[config.mk]
export PLATFORM = sky130hd
export DESIGN_NAME = swfield_reg
export DESIGN_NICKNAME = d
export VERILOG_FILES = /design/src/rtl/swfield_pkg.sv /design/src/rtl/swfield_next.sv /design/src/rtl/swfield_store.sv /design/src/rtl/swfield_ext.sv /design/src/rtl/swfield_reg.sv
export SDC_FILE = /design/constraint.sdc
export NUM_CORES = 1
export LEC_CHECK = 0
export ABC_AREA = 0
export BUFFER_PORTS_ARGS = -buffer_cell sky130_fd_sc_hd__buf_4
export CORE_UTILIZATION = 29
export DETAILED_ROUTE_END_ITERATION = 6
export HOLD_SLACK_MARGIN = 0.06
export SKIP_CTS_REPAIR_TIMING = 1
export SLEW_MARGIN = 20
export SYNTH_ARGS = -nofsm -noshare
export SYNTH_HDL_FRONTEND = slang
export SYNTH_SLANG_ARGS = --single-unit
[constraint.sdc]
create_clock -name clk -period 1.1 [get_ports clk]
set_clock_uncertainty 0.2 [all_clocks]
set_input_delay 0.275 -clock clk [delete_from_list [all_inputs] [get_ports clk]]
set_output_delay 0.275 -clock clk [all_outputs]
set_load 0.01 [all_outputs]
[src/rtl/swfield_pkg.sv]
package swfield_pkg;

  typedef enum logic [2:0] {
    ACC_RW    = 3'd0,
    ACC_RO    = 3'd1,
    ACC_WO    = 3'd2,
    ACC_RC    = 3'd3,
    ACC_W1C   = 3'd4,
    ACC_W1S   = 3'd5,
    ACC_W0C   = 3'd6,
    ACC_R0W1C = 3'd7
  } acc_e;

  // True when software reads see the stored value.
  function automatic logic sw_readable(acc_e acc);
    return !(acc == ACC_WO || acc == ACC_R0W1C);
  endfunction

endpackage

[src/rtl/swfield_next.sv]
module swfield_next #(
  parameter int               WIDTH = 8,
  parameter swfield_pkg::acc_e ACC  = swfield_pkg::ACC_RW
) (
  input  logic [WIDTH-1:0] cur,
  input  logic             sw_we,
  input  logic [WIDTH-1:0] sw_wd,
  input  logic             sw_re,
  input  logic             hw_de,
  input  logic [WIDTH-1:0] hw_d,
  output logic [WIDTH-1:0] nxt
);
  import swfield_pkg::*;

  localparam logic [WIDTH-1:0] ALL_ONES = {WIDTH{1'b1}};

  logic [WIDTH-1:0] merged;
  logic [WIDTH-1:0] clr_mask;
  logic [WIDTH-1:0] set_mask;

  assign merged = hw_de ? hw_d : cur;

  always_comb begin
    clr_mask = ALL_ONES;
    set_mask = '0;
    nxt      = cur;
    case (ACC)
      ACC_RW:  nxt = sw_we ? sw_wd : merged;
      ACC_RO:  nxt = merged;
      ACC_WO:  nxt = sw_we ? sw_wd : cur;
      ACC_RC: begin
        if (sw_re) clr_mask = '0;
        nxt = merged & clr_mask;
      end
      ACC_W1C, ACC_R0W1C: begin
        if (sw_we) clr_mask = ~sw_wd;
        nxt = merged & clr_mask;
      end
      ACC_W1S: begin
        if (sw_we) set_mask = sw_wd;
        nxt = merged | set_mask;
      end
      ACC_W0C: begin
        if (sw_we) clr_mask = sw_wd;
        nxt = merged & clr_mask;
      end
      default: nxt = cur;
    endcase
  end

endmodule

[src/rtl/swfield_store.sv]
module swfield_store #(
  parameter int               WIDTH     = 8,
  parameter logic [WIDTH-1:0] RESET_VAL = '0
) (
  input  logic             clk,
  input  logic             rst,
  input  logic [WIDTH-1:0] nxt,
  input  logic             sw_we,
  output logic [WIDTH-1:0] q,
  output logic             qe
);

  always_ff @(posedge clk) begin
    if (rst) begin
      q  <= RESET_VAL;
      qe <= 1'b0;
    end else begin
      q  <= nxt;
      qe <= sw_we;
    end
  end

endmodule

[src/rtl/swfield_ext.sv]
module swfield_ext #(
  parameter int WIDTH = 8
) (
  input  logic             sw_we,
  input  logic [WIDTH-1:0] sw_wd,
  input  logic [WIDTH-1:0] hw_d,
  output logic [WIDTH-1:0] q,
  output logic [WIDTH-1:0] qs,
  output logic             qe
);

  assign q  = sw_wd;
  assign qe = sw_we;
  assign qs = hw_d;

endmodule

[src/rtl/swfield_reg.sv]
module swfield_reg #(
  parameter int                WIDTH     = 8,
  parameter logic [WIDTH-1:0]  RESET_VAL = '0,
  parameter swfield_pkg::acc_e ACC       = swfield_pkg::ACC_RW,
  parameter bit                EXTERNAL  = 1'b0
) (
  input  logic             clk,
  input  logic             rst,
  input  logic             sw_we,
  input  logic [WIDTH-1:0] sw_wd,
  input  logic             sw_re,
  input  logic             hw_de,
  input  logic [WIDTH-1:0] hw_d,
  output logic [WIDTH-1:0] q,
  output logic [WIDTH-1:0] qs,
  output logic             qe
);
  import swfield_pkg::*;

  localparam bit READABLE = sw_readable(ACC);

  generate
    if (EXTERNAL) begin : g_ext
      logic unused_in;
      assign unused_in = ^{clk, rst, sw_re, hw_de};

      swfield_ext #(.WIDTH(WIDTH)) u_ext (
        .sw_we (sw_we),
        .sw_wd (sw_wd),
        .hw_d  (hw_d),
        .q     (q),
        .qs    (qs),
        .qe    (qe)
      );
    end else begin : g_store
      logic [WIDTH-1:0] nxt;
      logic [WIDTH-1:0] q_int;

      swfield_next #(.WIDTH(WIDTH), .ACC(ACC)) u_next (
        .cur   (q_int),
        .sw_we (sw_we),
        .sw_wd (sw_wd),
        .sw_re (sw_re),
        .hw_de (hw_de),
        .hw_d  (hw_d),
        .nxt   (nxt)
      );

      swfield_store #(.WIDTH(WIDTH), .RESET_VAL(RESET_VAL)) u_store (
        .clk   (clk),
        .rst   (rst),
        .nxt   (nxt),
        .sw_we (sw_we),
        .q     (q_int),
        .qe    (qe)
      );

      assign q = q_int;

      if (READABLE) begin : g_rd
        assign qs = q_int;
      end else begin : g_nord
        assign qs = '0;
      end
    end
  endgenerate

endmodule

Word level (Yosys, flattened, before mapping)

Index checks and enable logic that the tools add are counted.

Bits of input ports: 21
Logic and storage cells: 5
Flip-flop bits (word level): 9
Output and inout bits: 17

Mux-type cells: 2
Reductions and logical operators: 1

Operator list:

| kind               | count |
|---|---|
| 8-bit 2-to-1 mux   | 2 |
| 2-bit nonzero test | 1 |

Depth between registers and ports, before layout

Depth in word-level cells: 2
Mapped depth: 3
Gate-level depth less buffers: 2

Hierarchy

From an unflattened synthesis, not the netlist that was laid out.

Cell total of the unflattened synthesis: 52
Area total of the unflattened synthesis: 469.2 um2

By module, submodules not included:

| module        | seq. area each (um2) | cells an instance | instances | area an instance (um2) |
|---|---|---|---|---|
| swfield_store | 180.2                | 18                | 1         | 236.5 |
| swfield_next  | 0.0                  | 26                | 1         | 172.7 |
| swfield_reg   | 0.0                  | 8                 | 1         | 60.1 |

Least setup slack after synthesis

OpenSTA, ideal clock, no wires.

Kind: input to register
Start point: input hw_de
End point: register g_store.u_store.q[0]
Data required time: 0.814 ns
Arrival time: 0.705 ns
Setup slack: 0.109 ns
Library setup time: 0.086 ns
Path buffers: 1
Stages: 3
Cell sequence: buf_6 -> mux2i_1 -> a211oi_1

Word-level cells in the longest chain between the ends: 1

RTL lines:

| element                      | RTL line            | RTL |
|---|---|---|
| start: declaration           | swfield_reg.sv:12   | `input logic hw_de,` |
| 2-bit nonzero test (no line) | n/a                 |  |
| end signal: assignment       | swfield_store.sv:18 | `q <= nxt;` |
| end: declaration             | swfield_store.sv:9  | `output logic [WIDTH-1:0] q,` |

Every way passes these cells.
A chain may end at the register's enable or synchronous reset.

Worst setup path after layout

Start point: register g_store.u_store.q[5]
End point: output q[5]

RTL lines:

| element          | RTL line          | RTL |
|---|---|---|
| end: declaration | swfield_reg.sv:14 | `output logic [WIDTH-1:0] q,` |

No word-level cell between the ends.

==> metrics.md <==
| Metric | Value |
|---|---|
| Distinct cells, synth | 9 |
| First-pass GRT wire length | 1.61 mm |
| Startpoint Class | flop |
| CP max stage cell | dfxtp_2 |
| Final Cycle Share | 109% |
| Total iterations of the first detailed-routing run | 2 |
| Commonest cells post-synth | 9 x dfxtp_1, 8 x a211oi_1, 8 x buf_4, 8 x mux2i_1, 8 x nor2b_1 |
| Number of synthesized flops with an enable pin | 0 |
| Post-synthesis average cell area | 10.1 sq um |
| Core occupancy in the finished layout | 52.9% |
| Status | finished, violations left |
| Leakage power | 0.360 nW |
| Sequential area share after synthesis | 39.8% |
| Area share of the largest cell type after synthesis | 39.8% |
| P&R area growth vs syn | 61.6% |
| CTS clk-pin slew, worst paths | 0.07 ns |
| CTS Buffer Depth | 2 |
| Final Max Slew Viols | 0 |
| Number of buffers inserted during clock tree synthesis | 3 |
| Diodes inserted | 0 |
| Initial DRC count | 1 |
| P per Cell Area | 1150 mW/mm^2 |
| Mapped Area | 453 sq um |
| Share of cells above drive strength 1 | 66.7% |
| Slew Limit Headroom | 89.9% |
| Clk Latency, worst-skew pair | 0.25 ns |
| Met3 global-route usage | 3.04% |
| GRT overflow | 0 |
| Critical path class | flop to output port |
| Largest net degree at the start of global routing | 10 |
| Syn Nets | 66 |
| Worst Tran Pin Value | 0.147 ns |
| Flops & latches, synth | 9 |
| Met2 GRT Util | 19.4% |
| Top-count cell post-synth | dfxtp_1 |
| Final setup vio count | 17 |
| Max Clock Freq | 0.836 GHz |
| Clock root cell | clkbuf_4 |
| Die area | 0.00172 sq mm |
| RSZ-0062 raised after global routing | true |
| Post-route cell area | 732 sq um |
| I/O pin total | 38 |
| CP max stage delay | 0.33 ns |
| Main area contributors after synthesis | dfxtp_1 40%, mux2i_1 18%, a211oi_1 13%, buf_4 13%, nor2b_1 11% |
| Area leader, netlist | dfxtp_1 |
| Hold Path Class | primary input to flop |
| Vias per cell | 4.67 |
| Yosys warnings | 0 |
| Core box area | 0.00138 sq mm |
| CP top delay family | flip-flops |
| Vias in the first global route | 400 |
| Peak supply drop | 0.000587 V |
| H-Tree Depth | 1 |
| Clk sink count | 9 |
| Commonest register cell after synthesis | dfxtp_1 |
| Setup WS post-layout | -0.0962 ns |
| Standard-cell rows | 13 |
| Fill cells | 148 |
| Met1 usage | 14.4% |
| Final setup TNS | -1.50 ns |
| Fin crit period | 1.20 ns |
| Die height | 41.5 microns |
| Violated checks | setup timing |
| Crit path launch | g_store.u_store.q[5] |
| Min-delay src | rst |
| Critical path peak fanout | 3 |
| Final Hold Viols | 0 |
| Vias | 420 |
| CTS tree | yes |
| Gpl congestion | 0.688 |
| Global Route Usage Sum | 12.2% |
| Die W | 41.5 microns |
| Initial Utilization | 32.8% |
| WL/cell | 11.3 microns |
| Post-route ant nets | 0 |
| Worst R2R Start | g_store.u_store.q[4] |
| CP bufs+invs | 1 |
| DR DRC count | 0 |
| Syn Inst Count | 45 |
| Crit path DAT | 0.72 ns |
| Net total in the final layout | 97 |
| Placed inst area | 667 sq um |
| Initial antenna violation count | 0 |
| Dpl hpwl | 777 microns |
| Most Crowded Layer GR | met2 |
| Synth async-reset ratio | 0% |
| Worst Path Required | 0.62 ns |
| Total wire length | 1.02 mm |
| Max-cap viol count | 0 |
| Setup crit end kind | output port |
| PortBufs | 36 |
| Crit-path cells | buf_4 |
## through the flow
step / cells / setup slack, ns / hold WS (ns) / power, mW
floorplan: 45 / 0.109 / 0.241 / 0.485
global placement: 86 / 0.00708 / 0.317 / 0.584
detailed placement: 86 / -0.00361 / 0.320 / 0.585
CTS: 90 / -0.135 / 0.0405 / 0.844
global route: 90 / -0.128 / 0.0439 / 0.897
finish: 90 / -0.0962 / 0.0340 / 0.845
## worst paths after layout
kind | cells after the start | slack (ns) | endpoint
min | 2 | 0.03 | g_store.u_store.qe
max | 1 | -0.1 | q[5]
max reg2reg | 2 | 0.16 | g_store.u_store.q[4]
min reg2reg | 2 | 0.37 | g_store.u_store.q[0]
## area by class of cell
class / count / area (sq um) / area share (%)
clock inverters: 1 / 5.00 / 0.684
clock buffers: 3 / 22.5 / 3.08
multi-input cells: 25 / 194 / 26.5
repair buffers: 36 / 297 / 40.5
well taps: 15 / 18.8 / 2.56
inverters: 1 / 3.75 / 0.513
flip-flops and latches: 9 / 191 / 26.2
## metal layers
layer | vias to the layer above | share of wire (%) | routed length [microns]
met5 | - | 0 | 0
met4 | 0 | 0.49 | 5
met2 | 22 | 49 | 496
met3 | 2 | 9.2 | 94
li1 | 208 | - | -
met1 | 188 | 42 | 423
## sequential cells by signal (all words and copies together), names as in the netlist
signal              flops
g_store.u_store.q       8
g_store.u_store.qe      1
## power by group
| part | switching, mW | internal (mW) | total (mW) |
|---|---|---|---|
| Clock | 0.118 | 0.134 | 0.252 |
| Sequential | 0.0196 | 0.355 | 0.375 |
| Combinational | 0.0809 | 0.137 | 0.218 |
| Total | 0.219 | 0.627 | 0.845 |
## layout by cell type (no fill, tap or decap)
cell	n
nor2b_1	8
a211oi_1	8
nor2_1	1
buf_6	7
inv_2	1
dfxtp_2	9
clkbuf_4	3
mux2i_1	8
buf_4	29
clkinv_2	1
## cells by family after synthesis
logic type / Yosys count / share of synthesized area [%]
buffers and inverters: 11 / 17.4
flip-flops: 9 / 39.8
AND/OR/NAND/NOR: 9 / 11.9
AO/OA/AOI/OAI: 8 / 13.3
multiplexers: 8 / 17.7
No activity file was read; power rests on OpenSTA's default activity.
